===== src/rtl/mrf_pkg.sv =====
package mrf_pkg;

  localparam logic [4:0] MODE_USR = 5'b10000;
  localparam logic [4:0] MODE_FIQ = 5'b10001;
  localparam logic [4:0] MODE_IRQ = 5'b10010;
  localparam logic [4:0] MODE_SVC = 5'b10011;
  localparam logic [4:0] MODE_ABT = 5'b10111;
  localparam logic [4:0] MODE_UND = 5'b11011;
  localparam logic [4:0] MODE_SYS = 5'b11111;

  localparam logic [7:0] VEC_UND  = 8'h04;
  localparam logic [7:0] VEC_SWI  = 8'h08;
  localparam logic [7:0] VEC_PABT = 8'h0C;
  localparam logic [7:0] VEC_DABT = 8'h10;
  localparam logic [7:0] VEC_IRQ  = 8'h18;
  localparam logic [7:0] VEC_FIQ  = 8'h1C;

  // physical layout: 0..14 shared, 15..21 fast bank 8..14,
  // then pairs of (13,14) for irq, svc, abt, und
  localparam int NUM_PHYS  = 30;
  localparam int PHYS_W    = $clog2(NUM_PHYS);
  localparam int NUM_SAVED = 5;
  localparam int SLOT_W    = $clog2(NUM_SAVED);

  function automatic logic [PHYS_W-1:0] phys_sel(input logic [4:0] mode,
                                                 input logic [3:0] idx);
    logic [PHYS_W-1:0] base;
    base = {1'b0, idx};
    phys_sel = base;
    if (mode == MODE_FIQ && idx >= 4'd8 && idx <= 4'd14)
      phys_sel = base + 5'd7;
    else if (idx == 4'd13 || idx == 4'd14) begin
      case (mode)
        MODE_IRQ: phys_sel = base + 5'd9;
        MODE_SVC: phys_sel = base + 5'd11;
        MODE_ABT: phys_sel = base + 5'd13;
        MODE_UND: phys_sel = base + 5'd15;
        default:  phys_sel = base;
      endcase
    end
  endfunction

  function automatic logic [SLOT_W-1:0] saved_slot(input logic [4:0] mode);
    case (mode)
      MODE_FIQ: saved_slot = 3'd0;
      MODE_IRQ: saved_slot = 3'd1;
      MODE_SVC: saved_slot = 3'd2;
      MODE_ABT: saved_slot = 3'd3;
      default:  saved_slot = 3'd4;
    endcase
  endfunction

  function automatic logic has_saved(input logic [4:0] mode);
    has_saved = !(mode == MODE_USR || mode == MODE_SYS);
  endfunction

endpackage


===== src/rtl/mrf_exc_sel.sv =====
module mrf_exc_sel
  import mrf_pkg::*;
(
  input  logic       clk,
  input  logic       rst,
  input  logic       irq_req,
  input  logic       fiq_req,
  input  logic       swi_req,
  input  logic       pabt_req,
  input  logic       dabt_req,
  input  logic       und_req,
  input  logic       i_mask,
  input  logic       f_mask,
  output logic       take,
  output logic [4:0] tgt_mode,
  output logic [7:0] vec,
  output logic       set_f
);

  logic irq_live, fiq_live;
  assign irq_live = irq_req && !i_mask;
  assign fiq_live = fiq_req && !f_mask;

  always_comb begin
    take     = 1'b1;
    tgt_mode = MODE_USR;
    vec      = 8'h00;
    set_f    = 1'b0;
    if (dabt_req) begin
      tgt_mode = MODE_ABT; vec = VEC_DABT;
    end else if (fiq_live) begin
      tgt_mode = MODE_FIQ; vec = VEC_FIQ; set_f = 1'b1;
    end else if (irq_live) begin
      tgt_mode = MODE_IRQ; vec = VEC_IRQ;
    end else if (pabt_req) begin
      tgt_mode = MODE_ABT; vec = VEC_PABT;
    end else if (und_req) begin
      tgt_mode = MODE_UND; vec = VEC_UND;
    end else if (swi_req) begin
      tgt_mode = MODE_SVC; vec = VEC_SWI;
    end else begin
      take = 1'b0;
    end
  end

  // fast interrupt beats a simultaneous normal interrupt
  p_fiq_over_irq_r8: assert property (@(posedge clk) disable iff (rst)
    (fiq_req && !f_mask && irq_req && !dabt_req) |-> (take && tgt_mode == MODE_FIQ));

  // a masked normal interrupt never selects its mode by itself
  p_irq_masked_r9: assert property (@(posedge clk) disable iff (rst)
    (i_mask && !fiq_live && !dabt_req && !pabt_req && !und_req && !swi_req) |-> !take);

endmodule


===== src/rtl/mrf_phys_file.sv =====
module mrf_phys_file
  import mrf_pkg::*;
#(
  parameter int DATA_W = 32
) (
  input  logic              clk,
  input  logic              rst,
  input  logic              we_gen,
  input  logic [PHYS_W-1:0] wa_gen,
  input  logic [DATA_W-1:0] wd_gen,
  input  logic              we_lnk,
  input  logic [PHYS_W-1:0] wa_lnk,
  input  logic [DATA_W-1:0] wd_lnk,
  input  logic [PHYS_W-1:0] ra_a,
  input  logic [PHYS_W-1:0] ra_b,
  output logic [DATA_W-1:0] rd_a,
  output logic [DATA_W-1:0] rd_b
);

  localparam int DEPTH = 2 ** PHYS_W;

  logic [DATA_W-1:0] mem [DEPTH];

  always_ff @(posedge clk) begin
    if (rst) begin
      for (int k = 0; k < DEPTH; k++) mem[k] <= '0;
    end else begin
      if (we_gen) mem[wa_gen] <= wd_gen;
      if (we_lnk) mem[wa_lnk] <= wd_lnk;
    end
  end

  assign rd_a = mem[ra_a];
  assign rd_b = mem[ra_b];

  // exception link write never meets a general write
  p_ports_disjoint_r10: assert property (@(posedge clk) disable iff (rst)
    !(we_gen && we_lnk));

endmodule


===== src/rtl/mode_banked_regs.sv =====
module mode_banked_regs
  import mrf_pkg::*;
#(
  parameter int DATA_W = 32
) (
  input  logic              clk,
  input  logic              rst,
  input  logic [3:0]        rd_a_idx,
  input  logic [3:0]        rd_b_idx,
  output logic [DATA_W-1:0] rd_a_data,
  output logic [DATA_W-1:0] rd_b_data,
  input  logic              wr_en,
  input  logic [3:0]        wr_idx,
  input  logic [DATA_W-1:0] wr_data,
  input  logic              flag_we,
  input  logic [3:0]        flag_nzcv,
  input  logic              irq_req,
  input  logic              fiq_req,
  input  logic              swi_req,
  input  logic              pabt_req,
  input  logic              dabt_req,
  input  logic              und_req,
  input  logic              bx_req,
  output logic [DATA_W-1:0] status_o,
  output logic [DATA_W-1:0] saved_status_o,
  output logic [DATA_W-1:0] pc_o
);

  localparam logic [3:0] PC_IDX = 4'd15;
  localparam int PAD_W = DATA_W - 12;

  logic [3:0]        flags_q;
  logic              i_q, f_q, t_q;
  logic [4:0]        mode_q;
  logic [DATA_W-1:0] pc_q;
  logic [DATA_W-1:0] saved_q [NUM_SAVED];

  logic              exc_take, exc_set_f;
  logic [4:0]        exc_mode;
  logic [7:0]        exc_vec;
  logic [DATA_W-1:0] file_a, file_b, val_a, val_b;
  logic              bx_take, wr_take, wr_gen;

  assign status_o = {flags_q, {PAD_W{1'b0}}, i_q, f_q, t_q, mode_q};
  assign pc_o     = pc_q;
  assign saved_status_o = has_saved(mode_q) ? saved_q[saved_slot(mode_q)] : '0;

  mrf_exc_sel u_sel (
    .clk(clk), .rst(rst),
    .irq_req(irq_req), .fiq_req(fiq_req), .swi_req(swi_req),
    .pabt_req(pabt_req), .dabt_req(dabt_req), .und_req(und_req),
    .i_mask(i_q), .f_mask(f_q),
    .take(exc_take), .tgt_mode(exc_mode), .vec(exc_vec), .set_f(exc_set_f)
  );

  assign bx_take = bx_req && !exc_take;
  assign wr_take = wr_en && !exc_take;
  assign wr_gen  = wr_take && (wr_idx != PC_IDX);

  mrf_phys_file #(.DATA_W(DATA_W)) u_file (
    .clk(clk), .rst(rst),
    .we_gen(wr_gen), .wa_gen(phys_sel(mode_q, wr_idx)), .wd_gen(wr_data),
    .we_lnk(exc_take), .wa_lnk(phys_sel(exc_mode, 4'd14)), .wd_lnk(pc_q),
    .ra_a(phys_sel(mode_q, rd_a_idx)), .ra_b(phys_sel(mode_q, rd_b_idx)),
    .rd_a(file_a), .rd_b(file_b)
  );

  assign val_a = (rd_a_idx == PC_IDX) ? pc_q : file_a;
  assign val_b = (rd_b_idx == PC_IDX) ? pc_q : file_b;

  always_ff @(posedge clk) begin
    if (rst) begin
      rd_a_data <= '0;
      rd_b_data <= '0;
      flags_q   <= '0;
      i_q       <= 1'b0;
      f_q       <= 1'b0;
      t_q       <= 1'b0;
      mode_q    <= MODE_USR;
      pc_q      <= '0;
      for (int k = 0; k < NUM_SAVED; k++) saved_q[k] <= '0;
    end else begin
      rd_a_data <= val_a;
      rd_b_data <= val_b;
      if (exc_take) begin
        saved_q[saved_slot(exc_mode)] <= status_o;
        mode_q <= exc_mode;
        i_q    <= 1'b1;
        t_q    <= 1'b0;
        if (exc_set_f) f_q <= 1'b1;
        pc_q   <= {{(DATA_W-8){1'b0}}, exc_vec};
      end else begin
        if (flag_we) flags_q <= flag_nzcv;
        if (bx_take) begin
          t_q  <= val_a[0];
          pc_q <= {val_a[DATA_W-1:1], 1'b0};
        end else if (wr_take && wr_idx == PC_IDX) begin
          pc_q <= wr_data;
        end
      end
    end
  end

  // entry masks normal interrupts and leaves the compressed state
  p_entry_masks_r6: assert property (@(posedge clk) disable iff (rst)
    exc_take |=> (status_o[7] && !status_o[5]));

  // fast entry also masks fast interrupts
  p_fiq_sets_f_r6: assert property (@(posedge clk) disable iff (rst)
    (exc_take && exc_set_f) |=> status_o[6]);

  // vectors are word aligned inside the low table
  p_vector_aligned_r5: assert property (@(posedge clk) disable iff (rst)
    exc_take |=> (pc_o[1:0] == 2'b00 && pc_o < 32));

  // branch-exchange target is always halfword aligned
  p_bx_even_r7: assert property (@(posedge clk) disable iff (rst)
    bx_take |=> !pc_o[0]);

  // unused status bits stay zero, mode stays legal
  p_mode_legal_r4: assert property (@(posedge clk) disable iff (rst)
    (status_o[4:0] == MODE_USR || status_o[4:0] == MODE_FIQ ||
     status_o[4:0] == MODE_IRQ || status_o[4:0] == MODE_SVC ||
     status_o[4:0] == MODE_ABT || status_o[4:0] == MODE_UND ||
     status_o[4:0] == MODE_SYS));

endmodule


===== config.mk =====
export PLATFORM = sky130hd
export DESIGN_NAME = mode_banked_regs
export DESIGN_NICKNAME = d
export VERILOG_FILES = /design/src/rtl/mrf_pkg.sv /design/src/rtl/mrf_exc_sel.sv /design/src/rtl/mrf_phys_file.sv /design/src/rtl/mode_banked_regs.sv
export SDC_FILE = /design/constraint.sdc
export NUM_CORES = 2
export LEC_CHECK = 0
export CORE_ASPECT_RATIO = 1.1
export CORE_MARGIN = 1
export CORE_UTILIZATION = 50
export DETAILED_ROUTE_END_ITERATION = 10
export DONT_BUFFER_PORTS = 1
export HOLD_SLACK_MARGIN = 0.03
export SLEW_MARGIN = 20
export SYNTH_ARGS = -nofsm -noshare
export SYNTH_HDL_FRONTEND = slang
export SYNTH_SLANG_ARGS = --single-unit

===== constraint.sdc =====
create_clock -name clk -period 9.23 [get_ports clk]
set_input_delay 0.4615 -clock clk [delete_from_list [all_inputs] [get_ports clk]]
set_output_delay 0.4615 -clock clk [all_outputs]
set_load 0.01 [all_outputs]

==> results.txt <==
----------------------------------------------------
[Synth]
  Area share of and/or/nand/nor cells after synthesis ... 14.7%
  Synthesized-area fraction occupied by adder cells ... 0.402%
  Number of register bits inferred by synthesis ... 1191
  Post-synthesis instance area ... 61000 um^2
  Number of instances in the synthesized netlist ... 5180
  Most instantiated flip-flop cell in the synthesis netlist ... sky130_fd_sc_hd__edfxtp_1
  Dominant combinational cell family by area after synthesis ... simple AND/OR/NAND/NOR gates
  Total number of yosys warnings ... 0
  Post-synth ARST share ... 0%
  Number of flops mapped to enable cells by yosys ... 1084
  Post-synthesis sequential area ratio ... 56.8%
  Mux share of post-synthesis cell area ... 14.4%
  Synth Area in XOR/XNOR ... 0.258%
  Synth Area in Compound Gates ... 8.82%
  Number of distinct library cells after synthesis ... 87
  Mean instance size in the synthesized netlist ... 11.8 um^2

[STA]
  Remaining max-slew budget at the tightest pin ... 19.4%
  Time the final worst path needs with I/O delays and setup ... 5.41 ns
  Final critical-path share of the clock period ... 58.6%
  Layout Skew ... 0.0277 ns
  RSZ-0062 raised after global routing ... no
  Number of failing setup endpoints in the final timing report ... 0
  Top achievable clock speed ... 185 MHz
  Slew Limit Fails ... 0
  Actual transition at the worst max-transition pin ... 1.21 ns
  Sum of negative setup slack ... 0 ns
  Total count of hold-check failures in the final report ... 0
  Min setup slack post-route ... 3.82 ns

[Clock tree]
  Post-cts resize count ... 0
  Number of hold-repair buffers added at the cts stage ... 43
  Clock tree from TritonCTS ... built
  Clock-pin slew on the worst setup and hold paths ... 0.06 ns
  Number of setup buffers added after CTS ... 0
  Number of buffers added by the clock tree synthesis step ... 131
  Maximum buffer depth of the clock tree ... 3
  Clock sinks ... 1191
  Cell at the root of the clock tree ... sky130_fd_sc_hd__clkbuf_16
  Clock latency of the later-clocked register in the worst-skew pair ... 0.78 ns
  # H-tree levels ... 4

[Route]
  Number of search-and-repair iterations in the first detailed-routing pass ... 6
  DRT Wirelength ... 241000 um
  Detail Route Antenna Nets ... 0
  Average wire length per cell after detail routing ... 35.8 um
  Via count of the routed design ... 46.7k
  Residual DRC count ... 0
  Detail-routed via count per cell ... 6.94
  Starting DRC count in detailed routing ... 7858

[Power]
  Internal power consumption ... 9.94 mW
  Clock network power share ... 38.1%
  Relative contribution of sequential cells to total power ... 45.8%
  Reported net switching power ... 3.84 mW
  Worst VDD drop ... 0.000171 V
  P per Cell Area ... 205 nW/um^2
  Leak pwr ... 23.5 nW
  Net Sw Frac ... 27.9%
  Share of power burned in combinational logic ... 16.0%

[Die]
  Num ports ... 219
  Area of the die ... 123000 um^2
  # rows ... 134
  Horizontal die dimension ... 335 um
  Height of the chip ... 368 um
  Total core area ... 121000 um^2
  Initial Util ... 50.4%

[Setup path]
  Reg2reg path depth ... 9
  Data required time of the worst path ... 9.61 ns
  Kind of cell adding the most delay to the critical path ... simple AND/OR/NAND/NOR gates
  Critical path launch point type ... register
  Worst path bufs/invs ... 1
  Crit Path Category ... register to register
  Slowest Stage Delay on Critical Path ... 1.09 ns
  Signal arrival time at the worst endpoint ... 5.78 ns
  Critical Path Source ... i_q
  Number of cells on the critical path ... 9
  Kind of end point of the critical path ... register
  Worst reg2reg setup slack ... 3.82 ns
  Worst-path cell with the longest stage delay ... sky130_fd_sc_hd__nand2_4
  Capturing point of the worst reg2reg path ... u_file.mem[18][18]
  Biggest fanout along the worst timing path ... 32
  Critical R2R Launch ... i_q
  Cell breakdown of the critical path ... nand2b_1 -> nand2_1 -> nor3_2 -> nor2_4 -> buf_4 -> a21oi_1 -> nor2_1 -> nand3_2 -> nand2_4
  Critical path destination ... u_file.mem[18][18]

[Place]
  RePlAce Congestion ... 0.911
  Number of I/O port buffers ... 0
  Cell count after placement ... 6440
  DP HPWL ... 134000 um
  Worst slack at placement ... 3.93 ns

[Finish]
  NumNets Final ... 5068
  Most used cells in the layout excluding fill and tap cells ... sky130_fd_sc_hd__nor2_1 (1102), sky130_fd_sc_hd__edfxtp_1 (1084), sky130_fd_sc_hd__nand2_1 (565)
  Most common library cell in the layout ignoring fill and taps ... sky130_fd_sc_hd__nor2_1
  Area growth from synthesis to final layout ... 10.1%
  Share of cells above drive strength 1 ... 14.8%
  Count of filler cells inserted in the layout ... 10.0k
  Final standard cell count with taps included and fillers excluded ... 6731

[GRT]
  Initial antenna violation count ... 5
  Total Routing Usage GR ... 38.6%
  Grt ovf ... 0
  First-pass GRT wire length ... 333000 um
  Number of global-route vias before repair ... 44.3k
  Largest net degree at the start of global routing ... 141

[Min path]
  Worst min-delay path class ... input port to register

[Flow run]
  # Max-Cap Violations ... 0

[Run status]
  Status ... finished, final reports clean

----------------------------------------------------
registers in the layout, indices dropped and copies added (netlist names), 4 cells and up:
signal / cells
saved_q: 60
mode_q: 4
rd_a_data: 32
pc_o: 32
u_file.mem: 1024
flags_q: 4
rd_b_data: 32
per-stage QoR:
stage | hold slack, ns | total power, mW | util [%] | instance area (um^2)
6_report | 0.0442 | 13.8 | 55.5 | 67200
5_1_grt | 0.0498 | 14.1 | 55.5 | 67200
4_1_cts | 0.0391 | 13.7 | 55.3 | 67100
3_5_place_dp | 0.538 | 8.52 | 51.5 | 62400
3_3_place_gp | 0.537 | 8.50 | 51.4 | 62300
2_1_floorplan | 0.513 | 7.77 | - | 61200
cell usage after synthesis (all sizes together), types with 8 or more instances:
library cell	count	area [um^2]
nor2	1112	4190
edfxtp	1084	32600
nand2	604	2270
clkbuf	331	1240
mux4	277	6280
mux2i	240	2400
nand3	222	1120
buf	214	1470
a21oi	156	792
dfxtp	107	2140
a22oi	92	691
a22o	87	762
and2	74	465
a31oi	69	438
a32o	64	641
o221ai	52	455
o21ai	42	210
a211oi	38	315
a221oi	24	210
nand4	23	144
o22ai	22	138
nor2b	19	119
nor4	19	243
ha	18	225
nor3	18	95.1
o211ai	18	145
a21o	16	120
inv	13	48.8
a32oi	12	105
nand2b	10	62.6
xnor2	10	140
mux2	9	105
and3	8	50.1
layout make-up:
class / count / area, um^2 / area share (%)
Timing Repair Buffer: 182 / 1710 / 2.55
Antenna cell: 4 / 10.0 / 0.0149
Clock buffer: 179 / 3670 / 5.47
Tap cell: 1632 / 2040 / 3.04
Clock inverter: 58 / 541 / 0.804
Inverter: 14 / 53.8 / 0.0800
Multi-Input combinational cell: 3471 / 24500 / 36.4
Sequential cell: 1191 / 34700 / 51.6
layer usage:
metal  up-vias  share of wire [%]  wire length [um]  track usage, %
li1      18756                  -                 -               -
met1     23332                 35             84400            49.7
met2      3830                 44            107000            57.5
met3       786                 14             34000            11.9
met4         2                6.7             16100            23.1
met5         -             0.0050                12               0
power by group through the flow:
stage	Combinational, mW	Sequential, mW	Clock (mW)
CTS	2.14	6.30	5.26
global route	2.27	6.33	5.46
floorplan	1.44	6.34	0
detailed placement	2.11	6.41	0
global placement	2.10	6.41	0
finish	2.21	6.31	5.25
worst min-delay path by stage:
stage                startpoint            endpoint  depth (start not counted)
floorplan                   i_q                 i_q                          2
global placement            rst          flags_q[1]                          1
detailed placement          rst          flags_q[3]                          1
CTS                      bx_req             pc_o[3]                          3
global route        wr_data[18]  u_file.mem[19][18]                          2
finish              wr_data[18]  u_file.mem[22][18]                          2
kinds of logic after synthesis:
logic type                 count (synthesis)
xor gates and xnor gates                  12
and+or+nand+nor                         2136
muxes                                    526
AOI/OAI and AO/OA                        734
DFF                                     1191
other                                      2
buffers and inverters                    559
adders and majority gates                 20
Note: power is estimated with default switching activity, not from simulation.
